`config.mk`:
```
export PLATFORM = sky130hd
export DESIGN_NAME = gcmd_decoder
export DESIGN_NICKNAME = d
export VERILOG_FILES = /design/src/rtl/gcmd_pkg.sv /design/src/rtl/gcmd_frame_parser.sv /design/src/rtl/gcmd_action_unit.sv /design/src/rtl/gcmd_chop_reg.sv /design/src/rtl/gcmd_read_port.sv /design/src/rtl/gcmd_decoder.sv
export SDC_FILE = /design/constraint.sdc
export NUM_CORES = 1
export LEC_CHECK = 0
export ABC_AREA = 1
export BUFFER_PORTS_ARGS = -buffer_cell sky130_fd_sc_hd__buf_2
export CAP_MARGIN = 5
export CELL_PAD_IN_SITES_DETAIL_PLACEMENT = 0
export CELL_PAD_IN_SITES_GLOBAL_PLACEMENT = 1
export CORE_MARGIN = 2
export CORE_UTILIZATION = 31
export DETAILED_ROUTE_END_ITERATION = 7
export PLACE_DENSITY = 0.71
export SKIP_CTS_REPAIR_TIMING = 1
export SYNTH_ARGS = -nofsm -noshare
export SYNTH_HDL_FRONTEND = slang
export SYNTH_SLANG_ARGS = --single-unit
```
`constraint.sdc`:
```
create_clock -name clk -period 0.9 [get_ports clk]
set_input_delay 0.09 -clock clk [delete_from_list [all_inputs] [get_ports clk]]
set_output_delay 0.09 -clock clk [all_outputs]
set_load 0.01 [all_outputs]
```
`src/rtl/gcmd_pkg.sv`:
```
// Package: command codes, field widths and parser state shared by the decoder.
// Assumes byte-wide commands with the direction flag in bit 7.
package gcmd_pkg;
    localparam int BYTE_W = 8;
    localparam logic [BYTE_W-1:0] CMD_NOP       = 8'hA0;
    localparam logic [BYTE_W-1:0] CMD_IRQ_CLR   = 8'hA1;
    localparam logic [BYTE_W-1:0] CMD_SOFT_RST  = 8'hA2;
    localparam logic [BYTE_W-1:0] CMD_HARD_RST  = 8'hA3;
    localparam logic [BYTE_W-1:0] CMD_CHOP_WR   = 8'hA4;
    localparam logic [BYTE_W-2:0] ADDR_VERSION  = 7'h20;
    localparam logic [BYTE_W-2:0] ADDR_CHOP     = 7'h24;
    localparam logic [BYTE_W-1:0] FILL_BYTE     = 8'hFF;
    localparam int NUM_ACT    = 3;
    localparam int ACT_IRQ    = 0;
    localparam int ACT_SOFT   = 1;
    localparam int ACT_HARD   = 2;

    typedef enum logic {
        PS_IDLE,
        PS_WAIT_DATA
    } parse_state_t;
endpackage

```
`src/rtl/gcmd_frame_parser.sv`:
```
// Frame parser: picks out command bytes on frame_start. Read commands are
// passed on at once. A write command is held until its data byte arrives,
// and every later byte of the frame is dropped.
// Assumes frame_start is only meaningful together with rx_valid.
module gcmd_frame_parser
    import gcmd_pkg::*;
(
    input  logic              clk,
    input  logic              rst_n,
    input  logic [BYTE_W-1:0] rx_byte,
    input  logic              rx_valid,
    input  logic              frame_start,
    output logic              rd_req,
    output logic [BYTE_W-2:0] rd_addr,
    output logic              wr_stb,
    output logic [BYTE_W-1:0] wr_cmd,
    output logic [BYTE_W-1:0] wr_data
);
    parse_state_t      state_q;
    logic [BYTE_W-1:0] cmd_q;

    // Tracks whether a write command is waiting for its data byte.
    always_ff @(posedge clk) begin
        if (!rst_n) begin
            state_q <= PS_IDLE;
            cmd_q   <= '0;
        end else if (rx_valid) begin
            if (frame_start && rx_byte[BYTE_W-1]) begin
                state_q <= PS_WAIT_DATA;
                cmd_q   <= rx_byte;
            end else begin
                state_q <= PS_IDLE;
            end
        end
    end

    // Presents read requests and completed write (command, data) pairs.
    always_comb begin
        rd_req  = rx_valid && frame_start && !rx_byte[BYTE_W-1];
        rd_addr = rx_byte[BYTE_W-2:0];
        wr_stb  = rx_valid && !frame_start && (state_q == PS_WAIT_DATA);
        wr_cmd  = cmd_q;
        wr_data = rx_byte;
    end
endmodule

```
`src/rtl/gcmd_action_unit.sv`:
```
// Action unit: turns action commands that are confirmed by an all-ones data
// byte into registered one-cycle pulses. It also gives the combinational
// "fire" vector to the register that the hardware reset clears.
// Assumes wr_stb is high for one cycle per data byte.
module gcmd_action_unit
    import gcmd_pkg::*;
(
    input  logic               clk,
    input  logic               rst_n,
    input  logic               wr_stb,
    input  logic [BYTE_W-1:0]  wr_cmd,
    input  logic [BYTE_W-1:0]  wr_data,
    output logic [NUM_ACT-1:0] act_fire,
    output logic [NUM_ACT-1:0] act_pulse
);
    logic confirmed;

    // A data byte confirms an action only when it is all ones.
    always_comb confirmed = wr_stb && (wr_data == FILL_BYTE);

    for (genvar i = 0; i < NUM_ACT; i++) begin : g_act
        localparam logic [BYTE_W-1:0] CODE = CMD_IRQ_CLR + BYTE_W'(i);

        // Decodes one action code.
        always_comb act_fire[i] = confirmed && (wr_cmd == CODE);

        // Registers the action as a single-cycle pulse.
        always_ff @(posedge clk) begin
            if (!rst_n) act_pulse[i] <= 1'b0;
            else        act_pulse[i] <= act_fire[i];
        end
    end
endmodule

```
`src/rtl/gcmd_chop_reg.sv`:
```
// Chopper-clock selection register: written by the chopper-write command,
// returned to zero by a hardware-reset request, and left as it is by a
// software reset. Reserved bits are never stored.
module gcmd_chop_reg
    import gcmd_pkg::*;
#(
    parameter int FAST_W = 2,
    parameter int SLOW_W = 4
) (
    input  logic              clk,
    input  logic              rst_n,
    input  logic              wr_en,
    input  logic [BYTE_W-1:0] wr_data,
    input  logic              hw_clear,
    output logic [FAST_W-1:0] fast_sel,
    output logic [SLOW_W-1:0] slow_sel
);
    localparam int FIELD_W = FAST_W + SLOW_W;

    logic [FIELD_W-1:0] reg_q;

    // Holds the select fields; a hardware clear wins over a write.
    always_ff @(posedge clk) begin
        if (!rst_n)        reg_q <= '0;
        else if (hw_clear) reg_q <= '0;
        else if (wr_en)    reg_q <= wr_data[FIELD_W-1:0];
    end

    // Splits the register into its two select fields.
    always_comb begin
        fast_sel = reg_q[FIELD_W-1:SLOW_W];
        slow_sel = reg_q[SLOW_W-1:0];
    end
endmodule

```
`src/rtl/gcmd_read_port.sv`:
```
// Read port: registers the response to a read command. Known addresses
// return the version constant or the chopper register; any other address
// returns zero. Reserved bits above the register fields read as zero.
module gcmd_read_port
    import gcmd_pkg::*;
#(
    parameter logic [BYTE_W-1:0] VERSION_ID = 8'h01,
    parameter int                FAST_W     = 2,
    parameter int                SLOW_W     = 4
) (
    input  logic              clk,
    input  logic              rst_n,
    input  logic              rd_req,
    input  logic [BYTE_W-2:0] rd_addr,
    input  logic [FAST_W-1:0] fast_sel,
    input  logic [SLOW_W-1:0] slow_sel,
    output logic              rsp_valid,
    output logic [BYTE_W-1:0] rsp_byte
);
    localparam int PAD_W = BYTE_W - FAST_W - SLOW_W;

    logic [BYTE_W-1:0] lookup;

    // Selects the register image for the requested address.
    always_comb begin
        unique case (rd_addr)
            ADDR_VERSION: lookup = VERSION_ID;
            ADDR_CHOP:    lookup = {{PAD_W{1'b0}}, fast_sel, slow_sel};
            default:      lookup = '0;
        endcase
    end

    // Registers the response for one cycle and keeps the bus at zero otherwise.
    always_ff @(posedge clk) begin
        if (!rst_n) begin
            rsp_valid <= 1'b0;
            rsp_byte  <= '0;
        end else begin
            rsp_valid <= rd_req;
            rsp_byte  <= rd_req ? lookup : '0;
        end
    end
endmodule

```
`src/rtl/gcmd_decoder.sv`:
```
// Top level: connects the frame parser, the action unit, the chopper
// register and the read port. Synchronous active-low reset throughout.
// Assumes byte framing (valid plus frame start) is done upstream.
module gcmd_decoder
    import gcmd_pkg::*;
#(
    parameter logic [7:0] VERSION_ID = 8'h01,
    parameter int         FAST_W     = 2,
    parameter int         SLOW_W     = 4
) (
    input  logic              clk,
    input  logic              rst_n,
    input  logic [7:0]        rx_byte,
    input  logic              rx_valid,
    input  logic              frame_start,
    output logic [7:0]        rsp_byte,
    output logic              rsp_valid,
    output logic              irq_clear_pulse,
    output logic              local_reset_pulse,
    output logic              hw_reset_pulse,
    output logic [FAST_W-1:0] chop_fast_sel,
    output logic [SLOW_W-1:0] chop_slow_sel
);
    logic               rd_req;
    logic [BYTE_W-2:0]  rd_addr;
    logic               wr_stb;
    logic [BYTE_W-1:0]  wr_cmd;
    logic [BYTE_W-1:0]  wr_data;
    logic [NUM_ACT-1:0] act_fire;
    logic [NUM_ACT-1:0] act_pulse;
    logic               chop_wr;

    gcmd_frame_parser u_parser (
        .clk         (clk),
        .rst_n       (rst_n),
        .rx_byte     (rx_byte),
        .rx_valid    (rx_valid),
        .frame_start (frame_start),
        .rd_req      (rd_req),
        .rd_addr     (rd_addr),
        .wr_stb      (wr_stb),
        .wr_cmd      (wr_cmd),
        .wr_data     (wr_data)
    );

    gcmd_action_unit u_actions (
        .clk       (clk),
        .rst_n     (rst_n),
        .wr_stb    (wr_stb),
        .wr_cmd    (wr_cmd),
        .wr_data   (wr_data),
        .act_fire  (act_fire),
        .act_pulse (act_pulse)
    );

    // Chopper register write enable: data byte of a chopper-write command.
    always_comb chop_wr = wr_stb && (wr_cmd == CMD_CHOP_WR);

    gcmd_chop_reg #(
        .FAST_W (FAST_W),
        .SLOW_W (SLOW_W)
    ) u_chop (
        .clk      (clk),
        .rst_n    (rst_n),
        .wr_en    (chop_wr),
        .wr_data  (wr_data),
        .hw_clear (act_fire[ACT_HARD]),
        .fast_sel (chop_fast_sel),
        .slow_sel (chop_slow_sel)
    );

    gcmd_read_port #(
        .VERSION_ID (VERSION_ID),
        .FAST_W     (FAST_W),
        .SLOW_W     (SLOW_W)
    ) u_read (
        .clk       (clk),
        .rst_n     (rst_n),
        .rd_req    (rd_req),
        .rd_addr   (rd_addr),
        .fast_sel  (chop_fast_sel),
        .slow_sel  (chop_slow_sel),
        .rsp_valid (rsp_valid),
        .rsp_byte  (rsp_byte)
    );

    // Maps the action vector onto the named pulse ports.
    always_comb begin
        irq_clear_pulse   = act_pulse[ACT_IRQ];
        local_reset_pulse = act_pulse[ACT_SOFT];
        hw_reset_pulse    = act_pulse[ACT_HARD];
    end
endmodule

```
==> results.cfg <==
[cells_and_area]
post-route-util_pct = 50.1
area_delta_synth_final_pct = 51.6
fin_cells = 241
n_antenna_cell = 0
drive_above_1_share_pct = 49.2
nets = 210

[logic_synthesis]
ys_seq_area_share_pct = 48.8
synth_xor_area_share_pct = 0
ys_types = 19
synth-seq-cells = 25
netlist_top_cells_area = dfxtp_1, nand2_1, nor2_1
synthesis.area_um2 = 1020
synth_cells = 141
avgSynthCellArea_um2 = 7.27
synth_top_family_by_area = simple AND/OR/NAND/NOR gates
synthMuxAreaShare_pct = 0
yosysWarnings = 0
synth_top_cell_area_share_pct = 48.8
yosysTopAreaCell = dfxtp_1
synthAdderAreaFrac_pct = 0
synth_compound_area_share_pct = 8.42
synth-simple-area-share_pct = 32.7

[sta]
final-setup-viol-count = 10
max_freq_mhz = 905
hold_viol = 0
rsz0062_at_grt = yes
finalCritPeriodShare_pct = 123
fin_crit_ns = 1.11
clock_skew_ns = 0.00937
setup_slack_ns = -0.205
final-max-slew-violation-count = 0

[worst_setup_path]
cp.arrival_ns = 1.34
r2r_end = u_chop.reg_q[1]$_SDFFE_PP0P_
crit_start = u_parser.wr_cmd[6]$_SDFFE_PN0P_
cpMaxStageDelayCell = dfxtp_2
path_cells = inv_1 > nand2_2 > nor2_4 > nand2_2 > nor2_4 > nor2_4 > nand2_2 > inv_2
reg2reg_from = u_parser.wr_cmd[6]$_SDFFE_PN0P_
critPathMaxFanout = 6
cp-end-kind = flop
startpoint_type = flop
worstPathRequired_ns = 1.14
reg2reg_slack_ns = -0.21
reg2reg_depth = 8
cp_slowest_stage_delay_ns = 0.36
worstSetupPathType = reg -> reg

[route]
drt-pass1-iter-count = 4
routed_wl_mm = 2.55
wl_per_cell_um = 10.6
via_per_inst = 4.32
vias = 1042
drcViolationCount = 0
ant_nets = 0
drtIter0Drc = 22

[global_routing]
grt_overflow_total = 0
grt_max_degree = 14
grt_pass1_wl_mm = 4.03
track_usage_pct = 14.7
grt_antenna_before_repair = 0
grt_pass1_vias = 941

[floorplanning]
die_h_um = 61.5
io_pins = 30
start_util_pct = 33.0
core-area_um2 = 3100
num_rows = 20
dieArea_um2 = 3780
dieWidth_um = 61.5

[place]
dpl.hpwl_mm = 1.96
port_buffers = 27
gp_congestion = 0.801
dp.cells = 234

[cts]
worstSkewPairLatency_ns = 0.33
cts_tree = yes
cts-buffers-inserted = 3
cts_max_path_buffers = 2
cts-root-buf = clkbuf_4
cts_max_level = 1
clk_pin_slew_ns = 0.14
cts_sinks = 25

[worst_hold_path]
min_path_cells = 4
hold_path_end = u_parser.state_q$_SDFFE_PN0P_
min_from = rx_valid
hold_path.class = in -> reg

[power_and_ir_drop]
peakVddDrop_v = 0.000408
p_total_w = 0.00189
p_per_area_nw_per_um2 = 1220
p_leak_nw = 0.758

[status]
violations = negative setup slack
status = finished with violations

[job]
cap_violations = 0
-- layer usage --
metal	up-vias	part of all wire, %	global-route usage [%]	wire (um)
met5	-	0	0	0
met4	0	2.2	7.29	57
met3	6	3.8	2.31	97
met2	28	45	21.8	1150
met1	458	49	20.5	1240
li1	550	-	-	-
-- kinds of logic after synthesis --
| kind of cell | Yosys count |
|---|---|
| and+or+nand+nor | 76 |
| buffers and inverters | 23 |
| AOI/OAI and AO/OA | 16 |
| other | 1 |
| DFF | 25 |
-- stage by stage --
stage | setup WS, ns | instance area, um^2 | hold slack (ns) | setup TNS, ns
2_1_floorplan | -0.0930 | 1030 | 0.221 | -0.547
3_3_place_gp | -0.197 | 1380 | 0.388 | -2.12
3_5_place_dp | -0.203 | 1380 | 0.394 | -2.35
4_1_cts | -0.237 | 1410 | 0.0456 | -2.01
5_1_grt | -0.309 | 1550 | 0.0769 | -2.49
6_report | -0.205 | 1550 | 0.0448 | -1.64
-- worst max-delay path, delay by kind of cell, from the launching register on --
family	cells	cell delay (ns)
DFF	1	0.36
buffers and inverters	2	0.11
and+or+nand+nor	6	0.54
-- state kept, by name, summed over array words and instances, names as in the netlist --
| register | flops |
|---|---|
| u_parser.wr_cmd | 8 |
| u_chop.reg_q | 6 |
| u_read.rsp_byte | 6 |
| u_actions.act_pulse | 3 |
| u_parser.state_q | 1 |
| u_read.rsp_valid | 1 |
-- cells in the mapped netlist --
library cell	n
buf_4	3
nor2_4	1
nand3_2	2
a21oi_1	9
clkinv_2	1
nor2_1	15
nand3_1	9
o2111a_1	1
nor3b_1	1
o21ai_0	5
conb_1	1
nand4_1	2
o21ai_1	1
nand2_1	41
dfxtp_1	25
inv_2	5
nor3_1	2
inv_1	14
nor2_2	3
-- layout make-up --
class	count	area, um^2
flip-flops and latches	25	514
fillers	332	1550
clock buffers	4	26.3
repair buffers	54	370
inverters	20	76.3
multi-input cells	94	512
well taps	44	55.1
-- how the worst max path moves through the flow --
stage	endpoint	cells past startpoint	slack (ns)
final	u_chop.reg_q[1]$_SDFFE_PP0P_	8	-0.21
after global routing	u_chop.reg_q[4]$_SDFFE_PP0P_	8	-0.31
after CTS	u_chop.reg_q[1]$_SDFFE_PP0P_	8	-0.24
after detailed placement	u_chop.reg_q[1]$_SDFFE_PP0P_	8	-0.20
after global placement	u_chop.reg_q[0]$_SDFFE_PP0P_	8	-0.20
after floorplan	u_chop.reg_q[1]$_SDFFE_PP0P_	8	-0.09
-- placed cells by master (no fill, tap or decap), drive strengths merged --
cell type,n
a21oi,9
buf,54
clkbuf,4
clkinv,1
conb,2
dfxtp,25
inv,19
nand2,41
nand3,11
nand4,2
nor2,19
nor3,2
nor3b,1
o2111a,1
o21ai,6
-- power by group --
group / switching [W] / internal, W
clock network: 0.000335 / 0.000174
registers: 0.0000156 / 0.00113
logic: 0.000129 / 0.000112
Power figures use the tool's default switching activity.
